**config.mk**
```make
export PLATFORM = sky130hd
export DESIGN_NAME = insn_realign
export DESIGN_NICKNAME = d
export VERILOG_FILES = /design/src/rtl/ria_pkg.sv /design/src/rtl/ria_decide.sv /design/src/rtl/ria_skid.sv /design/src/rtl/ria_track.sv /design/src/rtl/insn_realign.sv
export SDC_FILE = /design/constraint.sdc
export NUM_CORES = 1
export LEC_CHECK = 0
export BUFFER_PORTS_ARGS = -buffer_cell sky130_fd_sc_hd__buf_4
export CAP_MARGIN = 20
export CORE_ASPECT_RATIO = 0.8
export CORE_MARGIN = 2
export CORE_UTILIZATION = 40
export CTS_CLUSTER_SIZE = 24
export DETAILED_ROUTE_END_ITERATION = 10
export PLACE_DENSITY = 0.71
export SLEW_MARGIN = 20
export SYNTH_ARGS = -nofsm -noshare
export SYNTH_HDL_FRONTEND = slang
export SYNTH_SLANG_ARGS = --single-unit
```
**constraint.sdc**
```tcl
create_clock -name clk -period 5.61 [get_ports clk]
set_input_delay 1.122 -clock clk [delete_from_list [all_inputs] [get_ports clk]]
set_output_delay 1.122 -clock clk [all_outputs]
set_load 0.03 [all_outputs]
```
**src/rtl/ria_pkg.sv**
```systemverilog
package ria_pkg;

    localparam int HW   = 16;
    localparam int WORD = 2 * HW;

    // Position of the realigner relative to the current fetch word
    typedef enum logic [1:0] {
        PH_ALIGNED   = 2'd0,  // address bit 1 clear, nothing held
        PH_MIS_EMPTY = 2'd1,  // address bit 1 set, nothing held
        PH_MIS_SKID  = 2'd2,  // address bit 1 set, halfword held
        PH_IDLE      = 2'd3   // no valid address since reset or error
    } phase_e;

    typedef struct packed {
        logic            valid;
        logic [WORD-1:0] data;
        logic            err;
        logic            err_upper;
    } insn_t;

    typedef struct packed {
        logic take_word;  // fetch word consumed
        logic fire;       // presented instruction accepted
        logic wide;       // accepted instruction is 32-bit
        logic load_skid;  // keep upper half of fetch word
        logic drop_skid;  // held halfword used up
        logic halt;       // erroneous instruction accepted
    } step_t;

    function automatic logic is_wide(input logic [HW-1:0] half);
        return half[1:0] == 2'b11;
    endfunction

    function automatic phase_e phase_of(input logic idle, input logic mis,
                                        input logic held);
        if (idle)      return PH_IDLE;
        else if (!mis) return PH_ALIGNED;
        else if (held) return PH_MIS_SKID;
        else           return PH_MIS_EMPTY;
    endfunction

endpackage

```
**src/rtl/ria_decide.sv**
```systemverilog
module ria_decide
    import ria_pkg::*;
(
    input  phase_e          phase,
    input  logic            word_valid,
    input  logic [WORD-1:0] word,
    input  logic            word_err,
    input  logic [HW-1:0]   held,
    input  logic            out_ready,
    input  logic            redirect,
    output insn_t           out,
    output step_t           st,
    output logic            fetch_ready
);

    logic [HW-1:0] lo_half;
    logic [HW-1:0] hi_half;
    logic          lo_wide;
    logic          hi_wide;
    logic          held_wide;

    assign lo_half   = word[HW-1:0];
    assign hi_half   = word[WORD-1:HW];
    assign lo_wide   = is_wide(lo_half);
    assign hi_wide   = is_wide(hi_half);
    assign held_wide = is_wide(held);

    always_comb begin
        out = '0;
        st  = '0;
        unique case (phase)
            PH_IDLE: begin
                st.take_word = 1'b1;
            end
            PH_ALIGNED: begin
                out.valid     = word_valid;
                out.data      = lo_wide ? word : {{HW{1'b0}}, lo_half};
                out.err       = word_err;
                st.fire       = word_valid & out_ready;
                st.take_word  = word_valid & out_ready;
                st.wide       = lo_wide;
                st.load_skid  = word_valid & out_ready & ~word_err & ~lo_wide;
                st.halt       = word_valid & out_ready & word_err;
            end
            PH_MIS_EMPTY: begin
                if (word_err || !hi_wide) begin
                    out.valid    = word_valid;
                    out.data     = word_err ? word : {{HW{1'b0}}, hi_half};
                    out.err      = word_err;
                    st.fire      = word_valid & out_ready;
                    st.take_word = word_valid & out_ready;
                    st.halt      = word_valid & out_ready & word_err;
                end else begin
                    st.take_word = word_valid;
                    st.load_skid = word_valid;
                end
            end
            PH_MIS_SKID: begin
                if (!held_wide) begin
                    out.valid    = 1'b1;
                    out.data     = {{HW{1'b0}}, held};
                    st.fire      = out_ready;
                    st.drop_skid = out_ready;
                end else begin
                    out.valid     = word_valid;
                    out.data      = {lo_half, held};
                    out.err       = word_err;
                    out.err_upper = word_err;
                    st.fire       = word_valid & out_ready;
                    st.take_word  = word_valid & out_ready;
                    st.wide       = 1'b1;
                    st.load_skid  = word_valid & out_ready & ~word_err;
                    st.halt       = word_valid & out_ready & word_err;
                end
            end
            default: begin
                st = '0;
            end
        endcase
        if (redirect) begin
            st = '0;
        end
    end

    assign fetch_ready = st.take_word;

endmodule

```
**src/rtl/ria_skid.sv**
```systemverilog
module ria_skid
    import ria_pkg::*;
(
    input  logic          clk,
    input  logic          rst,
    input  logic          load,
    input  logic [HW-1:0] upper_half,
    output logic [HW-1:0] held
);

    always_ff @(posedge clk) begin
        if (rst) begin
            held <= '0;
        end else if (load) begin
            held <= upper_half;
        end
    end

endmodule

```
**src/rtl/ria_track.sv**
```systemverilog
module ria_track
    import ria_pkg::*;
#(
    parameter int              ADDR_W     = 32,
    parameter logic [ADDR_W-1:0] START_ADDR = '0
) (
    input  logic              clk,
    input  logic              rst,
    input  step_t             st,
    input  logic              redirect,
    input  logic [ADDR_W-1:0] redirect_addr,
    output logic [ADDR_W-1:0] addr_q,
    output phase_e            phase
);

    localparam logic [ADDR_W-1:0] STEP_NARROW = ADDR_W'(2);
    localparam logic [ADDR_W-1:0] STEP_WIDE   = ADDR_W'(4);

    logic held_q;
    logic idle_q;

    always_ff @(posedge clk) begin
        if (rst) begin
            addr_q <= START_ADDR;
            held_q <= 1'b0;
            idle_q <= 1'b1;
        end else if (redirect) begin
            addr_q <= redirect_addr;
            held_q <= 1'b0;
            idle_q <= 1'b0;
        end else if (st.halt) begin
            held_q <= 1'b0;
            idle_q <= 1'b1;
        end else begin
            if (st.fire) begin
                addr_q <= addr_q + (st.wide ? STEP_WIDE : STEP_NARROW);
            end
            if (st.load_skid) begin
                held_q <= 1'b1;
            end else if (st.drop_skid) begin
                held_q <= 1'b0;
            end
        end
    end

    assign phase = phase_of(idle_q, addr_q[1], held_q);

    AST_HELD_ONLY_MISALIGNED: assert property (@(posedge clk) disable iff (rst)
        held_q |-> addr_q[1]);

    AST_ADDR_ADVANCE: assert property (@(posedge clk) disable iff (rst)
        (st.fire && !st.halt && !redirect) |=>
        (addr_q == $past(addr_q) + ($past(st.wide) ? STEP_WIDE : STEP_NARROW)));

    AST_REDIRECT_LOADS: assert property (@(posedge clk) disable iff (rst)
        redirect |=> (addr_q == $past(redirect_addr)) && !held_q);

endmodule

```
**src/rtl/insn_realign.sv**
```systemverilog
module insn_realign
    import ria_pkg::*;
#(
    parameter int                ADDR_W     = 32,
    parameter logic [ADDR_W-1:0] START_ADDR = '0
) (
    input  logic              clk,
    input  logic              rst,
    input  logic              fetch_valid,
    output logic              fetch_ready,
    input  logic [31:0]       fetch_word,
    input  logic              fetch_err,
    input  logic              redirect,
    input  logic [ADDR_W-1:0] redirect_addr,
    output logic              insn_valid,
    input  logic              insn_ready,
    output logic [31:0]       insn_data,
    output logic [ADDR_W-1:0] insn_addr,
    output logic              insn_err,
    output logic              insn_err_upper
);

    phase_e        phase;
    step_t         st;
    insn_t         out;
    logic [HW-1:0] held;

    ria_decide u_decide (
        .phase       (phase),
        .word_valid  (fetch_valid),
        .word        (fetch_word),
        .word_err    (fetch_err),
        .held        (held),
        .out_ready   (insn_ready),
        .redirect    (redirect),
        .out         (out),
        .st          (st),
        .fetch_ready (fetch_ready)
    );

    ria_skid u_skid (
        .clk        (clk),
        .rst        (rst),
        .load       (st.load_skid),
        .upper_half (fetch_word[WORD-1:HW]),
        .held       (held)
    );

    ria_track #(
        .ADDR_W     (ADDR_W),
        .START_ADDR (START_ADDR)
    ) u_track (
        .clk           (clk),
        .rst           (rst),
        .st            (st),
        .redirect      (redirect),
        .redirect_addr (redirect_addr),
        .addr_q        (insn_addr),
        .phase         (phase)
    );

    assign insn_valid     = out.valid;
    assign insn_data      = out.data;
    assign insn_err       = out.err;
    assign insn_err_upper = out.err_upper;

    logic stalled;
    assign stalled = insn_valid && !insn_ready && !redirect;

    AST_VALID_HOLD: assert property (@(posedge clk) disable iff (rst)
        stalled |=> insn_valid);

    AST_ADDR_HOLD: assert property (@(posedge clk) disable iff (rst)
        stalled |=> $stable(insn_addr));

    AST_ERR_HOLD: assert property (@(posedge clk) disable iff (rst)
        stalled |=> $stable(insn_err));

    AST_LOW_HALF_HOLD: assert property (@(posedge clk) disable iff (rst)
        stalled |=> $stable(insn_data[15:0]));

    AST_HIGH_HALF_HOLD: assert property (@(posedge clk) disable iff (rst)
        (stalled && insn_data[1:0] == 2'b11) |=> $stable(insn_data[31:16]));

    AST_UPPER_ERR_QUALIFIED: assert property (@(posedge clk) disable iff (rst)
        insn_err_upper |-> (insn_err && insn_data[1:0] == 2'b11));

    AST_TARGET_EVEN: assert property (@(posedge clk) disable iff (rst)
        redirect |-> !redirect_addr[0]);

    AST_REDIRECT_NO_TAKE: assert property (@(posedge clk) disable iff (rst)
        redirect |-> !fetch_ready);

endmodule

```
==> impl_metrics.py <==
metrics = {
    "clocking": {
        "cts-root-buf": "clkbuf_8",
        "cts_buffer_depth": 2,
        "numCtsBuffers": 5,
        "post_cts_buffers": 0,
        "cts_sinks": 50,
        "cts_tree": "built",
        "post_cts_resized": 0,
        "htree_levels": 2,
        "path_clk_slew_ns": 0.09,
        "clk_latency_ns": 0.30,
        "cts_hold_buf": 0,
    },
    "min_path": {
        "hold_path_startpoint": "u_track.held_q",
        "hold_path_depth": 2,
        "hold_end": "u_track.held_q",
        "hold_path_class": "reg2reg",
    },
    "logic_synthesis": {
        "ys.flop_type": "dfxtp_1",
        "netlist_area_um2": 3390,
        "synth_fp_nets": 497,
        "synth_top_area_share_pct": 29.6,
        "yosysMostFrequentCell": "nor2_1",
        "yosysTopAreaCell": "dfxtp_1",
        "syn_area_per_cell_um2": 8.06,
        "ys_types": 57,
        "ys_warn_count": 0,
        "ys_seq_elements": 50,
        "synth-edff-count": 0,
        "netlist_instances": 420,
        "seq_area_frac_synth_pct": 29.6,
        "synth_area_leaders": "dfxtp_1 30%, nor2_1 9.2%, a311oi_1 5.4%",
        "synthArstFlopShare_pct": 0,
        "synthTopCellsByCount": "83 x nor2_1, 50 x dfxtp_1, 25 x clkbuf_1, 21 x a311oi_1, 19 x nand2_1",
    },
    "timing": {
        "clock.fmax_mhz": 239,
        "finalSetupTns_ns": 0,
        "rsz0062_at_grt": "false",
        "slew_headroom_pct": 38.3,
        "fin_skew_ns": 0.00483,
        "worst_slew_pin_slew_ns": 0.926,
        "slew_viol_final": 0,
        "hold_viol": 0,
        "fin_crit_sh_pct": 74.5,
        "finalSetupViolCount": 0,
        "period_minus_slack_ns": 4.18,
    },
    "floorplanning": {
        "die_h_um": 86.3,
        "start_util_pct": 41.9,
        "row_count": 29,
        "die-area_um2": 9220,
        "fp.coreArea_um2": 8090,
        "die_w_um": 107,
        "ioPinCount": 138,
    },
    "critical_path": {
        "required_ns": 4.49,
        "regToRegSetupSlack_ns": 1.62,
        "cp_max_fo": 21,
        "path_class": "reg2out",
        "reg2reg_depth": 12,
        "reg2reg_from": "u_track.held_q",
        "cp.arrival_ns": 3.06,
        "start_kind": "register",
        "worstSetupEndpointType": "primary output",
        "crit-reg2reg-capture": "u_track.addr_q[21]",
    },
    "place": {
        "dp_cells": 632,
        "gp_congestion": 0.822,
        "place_hpwl_um": 7760,
        "port_buffers": 137,
    },
    "global_routing": {
        "grt_pass1_wl_um": 16900,
        "grt_pass1_vias": 3444,
        "grt-ovfl-total": 0,
        "grt_usage_pct": 22.2,
        "grt_start_max_net_pins": 54,
        "antenna_found_initial": 0,
    },
    "route": {
        "avgViaCountPerCell": 5.81,
        "vias": 3718,
        "post_drt_wl_per_cell_um": 16.5,
        "postRouteAntennaNets": 0,
        "routed_wl_um": 10600,
        "drc": 0,
        "drt_iter0_markers": 245,
        "drt_first_pass_iters": 9,
    },
    "pwr": {
        "p_per_area_nw_per_um2": 202,
        "p_leak_nw": 1.95,
        "vdd.ir_drop.worst_uv": 146,
        "p_total_w": 0.000915,
    },
    "cells_and_area": {
        "final_nets": 608,
        "diodes": 0,
        "area.growth.synth_to_final_pct": 33.8,
        "drive_gt1_share_pct": 32.9,
        "layoutNonFillerInstCount": 640,
    },
    "outcome": {
        "status": "complete, no violations",
    },
    "run": {
        "cap_violations": 0,
    },
}
[worst max-delay path, cell delays in order, from the launching register on]
cell and delay [ns]:
dfxtp_1 0.37, inv_1 0.06, a21o_1 0.19, inv_1 0.11
ha_1 0.65, and3_1 0.75, o311ai_0 0.23, a31oi_1 0.21
buf_4 0.18
[worst max-delay path by stage]
stage | from | end | slack (ns) | depth (start not counted)
after global routing | u_track.held_q | fetch_ready | 1.22 | 8
after global placement | fetch_err | fetch_ready | 1.84 | 6
after floorplan | fetch_err | insn_data[12] | 1.92 | 5
final | u_track.held_q | fetch_ready | 1.43 | 8
after CTS | u_track.held_q | fetch_ready | 1.44 | 8
after detailed placement | u_track.held_q | u_track.addr_q[21] | 1.70 | 12
[layout by cell type (no fill, tap or decap), types with 2 or more instances in the layout]
| cell | netlist | final |
|---|---|---|
| buf_4 | 1 | 138 |
| nand4_1 | 8 | 8 |
| o21ai_0 | 9 | 9 |
| xor2_1 | 2 | 2 |
| a22oi_1 | 16 | 16 |
| or4_1 | 13 | 13 |
| mux2_2 | 16 | 16 |
| o31ai_1 | 14 | 14 |
| a21oi_1 | 3 | 3 |
| nand2_1 | 19 | 19 |
| dfxtp_1 | 50 | 50 |
| a31oi_1 | 2 | 2 |
| a21o_1 | 2 | 2 |
| a222oi_1 | 15 | 15 |
| or3_1 | 7 | 7 |
| nor2_1 | 83 | 83 |
| o21bai_1 | 2 | 2 |
| o22ai_1 | 2 | 2 |
| xnor2_1 | 3 | 3 |
| o21a_1 | 3 | 3 |
| nand2b_1 | 2 | 2 |
| inv_1 | 17 | 17 |
| a221oi_1 | 2 | 2 |
| clkbuf_8 | 0 | 5 |
| nand3_1 | 12 | 12 |
| mux2i_1 | 18 | 18 |
| or2_2 | 3 | 3 |
| nand4b_1 | 2 | 2 |
| nand3_2 | 2 | 2 |
| a311oi_1 | 21 | 21 |
| a211oi_1 | 5 | 5 |
| and3_1 | 2 | 2 |
| o31a_1 | 4 | 4 |
| ha_1 | 6 | 5 |
[cells by family (layout without fill, tap and decap cells)]
kind of cell | after synthesis | count (layout) | share of synthesized area [%]
compound gates | 108 | 108 | 25.4
xor+xnor | 5 | 5 | 1.29
fa+ha+maj | 7 | 7 | 2.81
buf+inv | 52 | 164 | 6.10
flops | 50 | 50 | 29.6
mux | 34 | 34 | 10.6
simple gates | 164 | 164 | 24.2
[area by class of cell]
class,instances,area (um2)
multi-input combinational,318,2180
fill,766,3560
tap,108,135
sequential,50,1000
timing repair buffer,138,1040
clock inverter,2,37.5
inverter,18,67.6
clock buffer,6,72.6
[state kept, by name (all words and copies together), names as in the netlist]
register,count
u_track.addr_q,32
u_skid.held,16
u_track.held_q,1
u_track.idle_q,1
[stage by stage]
| stage | util, % | hold WS [ns] | cell area [um2] | setup WS, ns |
|---|---|---|---|---|
| 2_1_floorplan | - | 0.452 | 3390 | 1.92 |
| 3_3_place_gp | 54.6 | 0.473 | 4420 | 1.84 |
| 3_5_place_dp | 54.6 | 0.474 | 4420 | 1.70 |
| 4_1_cts | 56.0 | 0.490 | 4530 | 1.44 |
| 5_1_grt | 56.0 | 0.528 | 4530 | 1.22 |
| 6_report | 56.0 | 0.497 | 4530 | 1.43 |
[report_power, final]
group / internal [W] / switching [W] / total, W
sequential: 0.000372 / 0.0000222 / 0.000394
combinational: 0.000110 / 0.000153 / 0.000263
clock: 0.000133 / 0.000124 / 0.000258
[metal layers]
| metal | track usage, % | part of all wire [%] | vias up |
|---|---|---|---|
| met5 | 0 | 0 | - |
| met2 | 37.0 | 48 | 120 |
| met4 | 6.61 | 1.9 | 0 |
| met1 | 29.9 | 45 | 1764 |
| li1 | - | - | 1817 |
| met3 | 3.46 | 4.9 | 17 |
(Power assumes the default switching activity.)
